$ cat src/rtl/ramtest_pkg.sv
// Shared types of the RAM self-test engine.
// Assumes: nothing beyond a synthesizable enum.
package ramtest_pkg;

    // Sequencer states, one per sweep plus idle, settle and report cycles
    typedef enum logic [2:0] {
        ST_IDLE,
        ST_FILL,
        ST_CHK_UP,
        ST_RMW_RD,
        ST_RMW_WR,
        ST_CHK_INV,
        ST_SETTLE,
        ST_REPORT
    } rt_state_e;

endpackage

$ cat src/rtl/ramtest_patgen.sv
// Address-derived background generator.
// Output bit i is address bit (i mod AW): the address is truncated when
// DW <= AW and repeated cyclically when DW > AW.
// Assumes: AW >= 1, DW >= 1. Purely combinational.
module ramtest_patgen #(
    parameter int AW = 10,
    parameter int DW = 16
) (
    input  logic [AW-1:0] addr_i,
    output logic [DW-1:0] pat_o
);

    // one wire per data bit, picking the matching address bit
    for (genvar i = 0; i < DW; i++) begin : g_bit
        assign pat_o[i] = addr_i[i % AW];
    end

endmodule

$ cat src/rtl/ramtest_seq.sv
// Sweep sequencer: walks the address space four times and issues RAM
// commands. The read-modify-write sweep takes two cycles per address.
// Assumes: the RAM returns read data one cycle after a read.
module ramtest_seq
    import ramtest_pkg::*;
#(
    parameter int AW = 10
) (
    input  logic          clk,
    input  logic          rst_n,
    input  logic          start_i,
    output logic [AW-1:0] addr_o,
    output logic          launch_o,
    output logic          busy_o,
    output logic          we_o,
    output logic          re_o,
    output logic          wb_sel_o,
    output logic          chk_o,
    output logic          inv_o,
    output logic          settle_o,
    output logic          done_o
);

    localparam logic [AW-1:0] LAST_ADDR = '1;

    rt_state_e     state_q;
    logic [AW-1:0] addr_q;
    logic          at_last;

    assign at_last  = (addr_q == LAST_ADDR);
    assign launch_o = (state_q == ST_IDLE) && start_i;

    // state and address advance; start only honoured from idle
    always_ff @(posedge clk) begin
        if (!rst_n) begin
            state_q <= ST_IDLE;
            addr_q  <= '0;
        end else begin
            case (state_q)
                ST_IDLE: begin
                    addr_q <= '0;
                    if (start_i) state_q <= ST_FILL;
                end
                ST_FILL: begin
                    addr_q <= addr_q + 1'b1;
                    if (at_last) state_q <= ST_CHK_UP;
                end
                ST_CHK_UP: begin
                    addr_q <= addr_q + 1'b1;
                    if (at_last) state_q <= ST_RMW_RD;
                end
                ST_RMW_RD: begin
                    state_q <= ST_RMW_WR;
                end
                ST_RMW_WR: begin
                    addr_q  <= addr_q + 1'b1;
                    state_q <= at_last ? ST_CHK_INV : ST_RMW_RD;
                end
                ST_CHK_INV: begin
                    addr_q <= addr_q + 1'b1;
                    if (at_last) state_q <= ST_SETTLE;
                end
                ST_SETTLE: state_q <= ST_REPORT;
                ST_REPORT: state_q <= ST_IDLE;
                default:   state_q <= ST_IDLE;
            endcase
        end
    end

    // command decode from the current state
    always_comb begin
        we_o     = (state_q == ST_FILL) || (state_q == ST_RMW_WR);
        re_o     = (state_q == ST_CHK_UP) || (state_q == ST_RMW_RD) ||
                   (state_q == ST_CHK_INV);
        wb_sel_o = (state_q == ST_RMW_WR);
        chk_o    = (state_q == ST_CHK_UP) || (state_q == ST_CHK_INV);
        inv_o    = (state_q == ST_CHK_INV);
        settle_o = (state_q == ST_SETTLE);
        done_o   = (state_q == ST_REPORT);
        busy_o   = (state_q != ST_IDLE);
    end

    assign addr_o = addr_q;

endmodule

$ cat src/rtl/ramtest_cmp.sv
// Compare stage: delays the expected value and address by one cycle to
// line up with the RAM read data. It flags mismatches, captures the first
// failing address of a run, and keeps the per-run and sticky results.
// Assumes: read data is valid exactly one cycle after chk_i.
module ramtest_cmp #(
    parameter int AW = 10,
    parameter int DW = 16
) (
    input  logic          clk,
    input  logic          rst_n,
    input  logic          launch_i,
    input  logic          chk_i,
    input  logic [AW-1:0] addr_i,
    input  logic [DW-1:0] exp_i,
    input  logic [DW-1:0] rdata_i,
    input  logic          settle_i,
    output logic          pass_o,
    output logic          sticky_o,
    output logic [AW-1:0] fail_addr_o
);

    logic          pend_q;
    logic [AW-1:0] pend_addr_q;
    logic [DW-1:0] pend_exp_q;
    logic          run_fail_q;
    logic          miss;

    assign miss = pend_q && (rdata_i != pend_exp_q);

    // one-cycle delay of the compare request to match read latency
    always_ff @(posedge clk) begin
        if (!rst_n) begin
            pend_q      <= 1'b0;
            pend_addr_q <= '0;
            pend_exp_q  <= '0;
        end else begin
            pend_q      <= chk_i;
            pend_addr_q <= addr_i;
            pend_exp_q  <= exp_i;
        end
    end

    // per-run fail bit and first failing address
    always_ff @(posedge clk) begin
        if (!rst_n) begin
            run_fail_q  <= 1'b0;
            fail_addr_o <= '0;
        end else if (launch_i) begin
            run_fail_q  <= 1'b0;
            fail_addr_o <= '0;
        end else if (miss) begin
            run_fail_q <= 1'b1;
            if (!run_fail_q) fail_addr_o <= pend_addr_q;
        end
    end

    // result latched on the settle cycle, sticky flag cleared only by reset
    always_ff @(posedge clk) begin
        if (!rst_n) begin
            pass_o   <= 1'b0;
            sticky_o <= 1'b0;
        end else begin
            if (launch_i)      pass_o <= 1'b0;
            else if (settle_i) pass_o <= !(run_fail_q || miss);
            if (miss) sticky_o <= 1'b1;
        end
    end

endmodule

$ cat src/rtl/ramtest_engine.sv
// Top of the incrementing/complement RAM self-test engine.
// Ties the sequencer, background generator and compare stage together and
// owns the external RAM port.
// Assumes: single-port synchronous RAM with 2^AW words and a read latency
// of one cycle. The RAM is not accessed by anyone else during a test.
module ramtest_engine
    import ramtest_pkg::*;
#(
    parameter int AW = 10,
    parameter int DW = 16
) (
    input  logic          clk,
    input  logic          rst_n,
    input  logic          start_i,
    output logic [AW-1:0] mem_addr_o,
    output logic [DW-1:0] mem_wdata_o,
    output logic          mem_we_o,
    output logic          mem_re_o,
    input  logic [DW-1:0] mem_rdata_i,
    output logic          done_o,
    output logic          pass_o,
    output logic          fail_sticky_o,
    output logic          irq_o,
    output logic [AW-1:0] fail_addr_o
);

    logic          launch, busy, wb_sel, chk, inv, settle;
    logic [AW-1:0] addr;
    logic [DW-1:0] pat, expect_val;

    ramtest_seq #(.AW(AW)) u_seq (
        .clk      (clk),
        .rst_n    (rst_n),
        .start_i  (start_i),
        .addr_o   (addr),
        .launch_o (launch),
        .busy_o   (busy),
        .we_o     (mem_we_o),
        .re_o     (mem_re_o),
        .wb_sel_o (wb_sel),
        .chk_o    (chk),
        .inv_o    (inv),
        .settle_o (settle),
        .done_o   (done_o)
    );

    ramtest_patgen #(.AW(AW), .DW(DW)) u_pat (
        .addr_i (addr),
        .pat_o  (pat)
    );

    // expected value for the current compare sweep
    assign expect_val = inv ? ~pat : pat;

    // write data: the background on fill, the inverse of the read data on write-back
    always_comb begin
        if (wb_sel)        mem_wdata_o = ~mem_rdata_i;
        else if (mem_we_o) mem_wdata_o = pat;
        else               mem_wdata_o = '0;
    end

    assign mem_addr_o = addr;

    ramtest_cmp #(.AW(AW), .DW(DW)) u_cmp (
        .clk         (clk),
        .rst_n       (rst_n),
        .launch_i    (launch),
        .chk_i       (chk),
        .addr_i      (addr),
        .exp_i       (expect_val),
        .rdata_i     (mem_rdata_i),
        .settle_i    (settle),
        .pass_o      (pass_o),
        .sticky_o    (fail_sticky_o),
        .fail_addr_o (fail_addr_o)
    );

    // failure interrupt has no mask
    assign irq_o = fail_sticky_o;

endmodule

$ cat config.mk
export PLATFORM = sky130hd
export DESIGN_NAME = ramtest_engine
export DESIGN_NICKNAME = d
export VERILOG_FILES = /design/src/rtl/ramtest_pkg.sv /design/src/rtl/ramtest_patgen.sv /design/src/rtl/ramtest_seq.sv /design/src/rtl/ramtest_cmp.sv /design/src/rtl/ramtest_engine.sv
export SDC_FILE = /design/constraint.sdc
export NUM_CORES = 1
export LEC_CHECK = 0
export ABC_AREA = 1
export BUFFER_PORTS_ARGS = -buffer_cell sky130_fd_sc_hd__buf_2
export CAP_MARGIN = 20
export CORE_MARGIN = 2
export CORE_UTILIZATION = 57
export DETAILED_ROUTE_END_ITERATION = 7
export PLACE_DENSITY = 0.82
export SETUP_SLACK_MARGIN = 0.05
export SLEW_MARGIN = 10
export SYNTH_ARGS = -nofsm -noshare
export SYNTH_HDL_FRONTEND = slang
export SYNTH_SLANG_ARGS = --single-unit
$ cat constraint.sdc
create_clock -name clk -period 2.05 [get_ports clk]
set_input_delay 0.1025 -clock clk [delete_from_list [all_inputs] [get_ports clk]]
set_output_delay 0.1025 -clock clk [all_outputs]
set_load 0.1 [all_outputs]
==> impl_results.rst <==
.. list-table::
   :header-rows: 1

   * - Metric
     - Value
   * - Status
     - completed
   * - Hold WS
     - 86.2 ps
   * - Cells after synthesis
     - about 370
   * - Synth Area in Adders
     - less than 1%
   * - Synthesized area per cell
     - 6.52 um^2
   * - Synth top area share
     - 38.6%
   * - Worst setup path class
     - reg2out
   * - Fraction of the yosys area taken by sequential cells
     - 38.6%
   * - Min-Delay Path Class
     - in2reg
   * - Leading cell type in the layout, fill and taps excluded
     - sky130_fd_sc_hd__nand2_1
   * - Final net count
     - between 400 and 500
   * - CTS sink count
     - 47
   * - Share of total power in the clock network
     - 17.0%
   * - GR Overflow Total
     - 0
   * - Post-synth top area cell
     - sky130_fd_sc_hd__dfxtp_1
   * - Area of the mapped netlist
     - 2440 um^2
   * - Main area contributors after synthesis
     - sky130_fd_sc_hd__dfxtp_1 39%, sky130_fd_sc_hd__nand2_1 16%, sky130_fd_sc_hd__inv_1 11%
   * - Share of power burned in registers
     - roughly 28%
   * - Sequential standard cell area
     - roughly 950 um^2
   * - Max Root-Sink Buffers
     - 2
   * - Final cell count without fillers
     - 485
   * - Yosys reg bits
     - 47
   * - Area inside the core boundary
     - 4060 um^2
   * - Sw frac
     - 50.9%
   * - Yosys warnings
     - 0
   * - Main combinational cell family by area after synthesis
     - simple AND/OR/NAND/NOR gates
   * - Antenna violations before repair
     - 0
   * - Initial DRC count
     - 225
   * - Number of maximum-capacitance violations
     - 0
   * - Hold-fix buffer count after cts
     - 0
   * - Number of top-level design ports
     - a little over 60
   * - Number of distinct library cells after synthesis
     - 30
   * - Transition time of the tightest slew-check pin
     - around 490 ps
   * - Initial Util
     - between 60% and 70%
   * - Net Sw Power
     - 2060 uW
   * - Highest fanout seen on the critical path
     - 16
   * - Number of pins with negative max-slew slack in the final report
     - 0
   * - Port Buf Inserts
     - 60
   * - Worst max-slew margin expressed relative to the limit
     - 67.6%
   * - Ratio of cells with drive above 1 in the final layout
     - 25.5%
   * - Post-DP HPWL
     - 4710 um
   * - Clock Root Buffer
     - sky130_fd_sc_hd__clkbuf_8
   * - Clock Latency Late Sink
     - 310 ps
   * - Post-synthesis share of cell area spent on and, or, nand and nor gates
     - 31.9%
   * - Multiplexer share of the synthesized area
     - 0%
   * - Final estimated routing congestion in global placement
     - 0.880
   * - Area growth from synthesis to final layout
     - 36.8%
   * - Post-CTS Setup Bufs
     - 0
   * - Antenna-violating nets left
     - 0
   * - Area share of xor/xnor cells in the synthesized design
     - 0%
   * - Power density over cell area
     - 1210 nW/um^2
   * - Post-cts sizing count
     - 0
   * - Kind of end point of the critical path
     - output port
   * - H-tree lvl count
     - 2
   * - Ratio of routed vias to standard cells
     - between 5 and 6
   * - Filler Cell Count
     - 270
   * - Cell-internal power
     - 1990 uW
   * - Chip Width
     - 69.4 um
   * - DRC viols
     - 0
   * - Number of endpoints failing setup at the final stage
     - 0
   * - Unrepaired setup endpoints after global routing
     - no
   * - Required time of the critical path
     - ~2000 ps
   * - Count of standard-cell rows
     - 23
   * - Multi-input gate area in the final layout
     - 1320 um^2
   * - Wire length of the first global-routing pass
     - 10900 um
   * - Detail-routed net length per standard cell
     - between 10 and 15 um
   * - Hold Vio Cnt, Final
     - 0
   * - WP data arrival
     - 1770 ps
   * - Detailed Routing Iterations Pass 1
     - 4
   * - Maximum clock frequency
     - approximately 530 MHz
   * - Overall Global Routing Usage
     - between 20% and 30%
   * - Part of the cycle the worst path needs
     - between 90% and 100%
   * - Pin count of the biggest net entering global routing
     - 30
   * - Leading cell types in the layout, fill and taps excluded
     - 104 x sky130_fd_sc_hd__nand2_1, 73 x sky130_fd_sc_hd__inv_1, 44 x sky130_fd_sc_hd__nor2_1
   * - Total nets after synthesis
     - 394
   * - # placed instances
     - about 480
   * - Die area
     - between 4000 and 5000 um^2
   * - Vias in the first global route
     - 2442
   * - Static leakage
     - 0.00162 uW
   * - Num CTS Buffers
     - 5
   * - Clock period minus worst slack
     - 1880 ps
   * - Post-route clock skew
     - 9.29 ps
   * - Highest ir drop seen on vdd
     - 0.00119 V
   * - Total inserted antenna cells
     - 0
   * - Via Count
     - 2505
   * - Chip Height
     - 69.4 um
   * - Startpoint types
     - register
   * - Aggregate routed wire length
     - approximately 6500 um
   * - CTS tree
     - built
   * - Clock-pin transition on the worst setup and hold timing paths
     - 80 ps
   * - Post-synthesis compound-gate area fraction
     - 14.5%
   * - Combinational group share of total power
     - 54.9%
[per-layer routing]
metal,vias up,track usage [%],share of wire (%)
met2,90,48.1,52
met5,-,0,0
met1,1122,33.7,40
met4,0,9.15,2.2
li1,1273,-,-
met3,20,6.10,5.8
[critical path: stages, from the launching register on]
cell and delay, ps:
sky130_fd_sc_hd__dfxtp_1 540, sky130_fd_sc_hd__nor2_4 100, sky130_fd_sc_hd__nand2_2 110, sky130_fd_sc_hd__buf_4 360, sky130_fd_sc_hd__o22ai_2 160, sky130_fd_sc_hd__buf_12 190
[sequential cells by signal (all words and copies together), names as in the netlist]
register	cells
u_cmp.fail_addr_o	10
u_cmp.pass_o	1
u_cmp.pend_addr_q	10
u_cmp.pend_exp_q	10
u_cmp.pend_q	1
u_cmp.run_fail_q	1
u_cmp.sticky_o	1
u_seq.addr_o	10
u_seq.state_q	3
[area by class of cell]
| class | count | share of cell area (%) |
|---|---|---|
| clock buffers | 5 | 2.06 |
| flip-flops and latches | 47 | 28.4 |
| repair buffers | 64 | 18.0 |
| well taps | 50 | 1.87 |
| inverters | 77 | 8.81 |
| multi-input cells | 239 | 39.5 |
| clock inverters | 3 | 1.31 |
[cells in the mapped netlist]
| library cell | n |
|---|---|
| sky130_fd_sc_hd__nand3_4 | 2 |
| sky130_fd_sc_hd__ha_1 | 1 |
| sky130_fd_sc_hd__nand2_1 | 104 |
| sky130_fd_sc_hd__buf_4 | 1 |
| sky130_fd_sc_hd__o21ai_1 | 3 |
| sky130_fd_sc_hd__nand4_2 | 1 |
| sky130_fd_sc_hd__inv_1 | 73 |
| sky130_fd_sc_hd__clkbuf_1 | 5 |
| sky130_fd_sc_hd__buf_2 | 1 |
| sky130_fd_sc_hd__dfxtp_1 | 47 |
| sky130_fd_sc_hd__o22ai_1 | 16 |
| sky130_fd_sc_hd__o21ai_0 | 17 |
| sky130_fd_sc_hd__a31oi_1 | 1 |
| sky130_fd_sc_hd__inv_2 | 2 |
| sky130_fd_sc_hd__inv_4 | 2 |
| sky130_fd_sc_hd__o32ai_2 | 1 |
| sky130_fd_sc_hd__buf_1 | 2 |
| sky130_fd_sc_hd__a211oi_1 | 1 |
| sky130_fd_sc_hd__nor2_4 | 1 |
| sky130_fd_sc_hd__nand2_2 | 3 |
| sky130_fd_sc_hd__nor3_1 | 2 |
| sky130_fd_sc_hd__nand4_1 | 5 |
| sky130_fd_sc_hd__nor2_8 | 1 |
| sky130_fd_sc_hd__nand2_4 | 3 |
| sky130_fd_sc_hd__nand3_2 | 1 |
| sky130_fd_sc_hd__nand3_1 | 8 |
| sky130_fd_sc_hd__buf_6 | 2 |
| sky130_fd_sc_hd__a22oi_1 | 1 |
| sky130_fd_sc_hd__nor2_1 | 44 |
| sky130_fd_sc_hd__a21oi_1 | 23 |
[kinds of logic (layout without fill, tap and decap cells)]
| logic type | after synthesis | in the layout |
|---|---|---|
| AND/OR/NAND/NOR | 175 | 175 |
| buffers and inverters | 88 | 149 |
| flip-flops | 47 | 47 |
| adder cells (fa/ha/maj) | 1 | 1 |
| AO/OA/AOI/OAI | 63 | 63 |
[power by group through the flow]
stage	Sequential [uW]	Clock, uW	Combinational (uW)
after floorplan	1480	0	1380
after global placement	1150	0	2150
after detailed placement	1150	0	2190
after CTS	1130	691	2220
after global routing	1150	725	2350
final	1140	689	2220
[per-stage QoR]
| stage | total power [uW] | instance area [um^2] | setup slack [ps] | TNS [ps] | utilization [%] |
|---|---|---|---|---|---|
| global placement | 3300 | 3220 | 578 | 0 | 79.5 |
| global route | 4220 | 3340 | 103 | 0 | 82.2 |
| detailed placement | 3340 | 3220 | 513 | 0 | 79.5 |
| CTS | 4040 | 3340 | 178 | 0 | 82.2 |
| finish | 4050 | 3340 | 174 | 0 | 82.2 |
| floorplan | 2860 | 2620 | -168 | -822 | - |
[path summary, 6_finish.rpt]
kind	start	endpoint	slack [ps]	cells past startpoint
setup / recovery	u_seq.state_q[0]$_SDFFE_PN0P_	mem_wdata_o[8]	170	5
hold / removal	rst_n	u_cmp.run_fail_q$_SDFFE_PP0P_	90	3
setup reg to reg	u_seq.addr_o[0]$_SDFFE_PN0P_	u_seq.state_q[1]$_SDFFE_PN0P_	410	8
hold reg to reg	u_cmp.pend_addr_q[3]$_SDFF_PN0_	u_cmp.fail_addr_o[3]$_SDFFE_PP0P_	460	2
(Power assumes the default switching activity.)
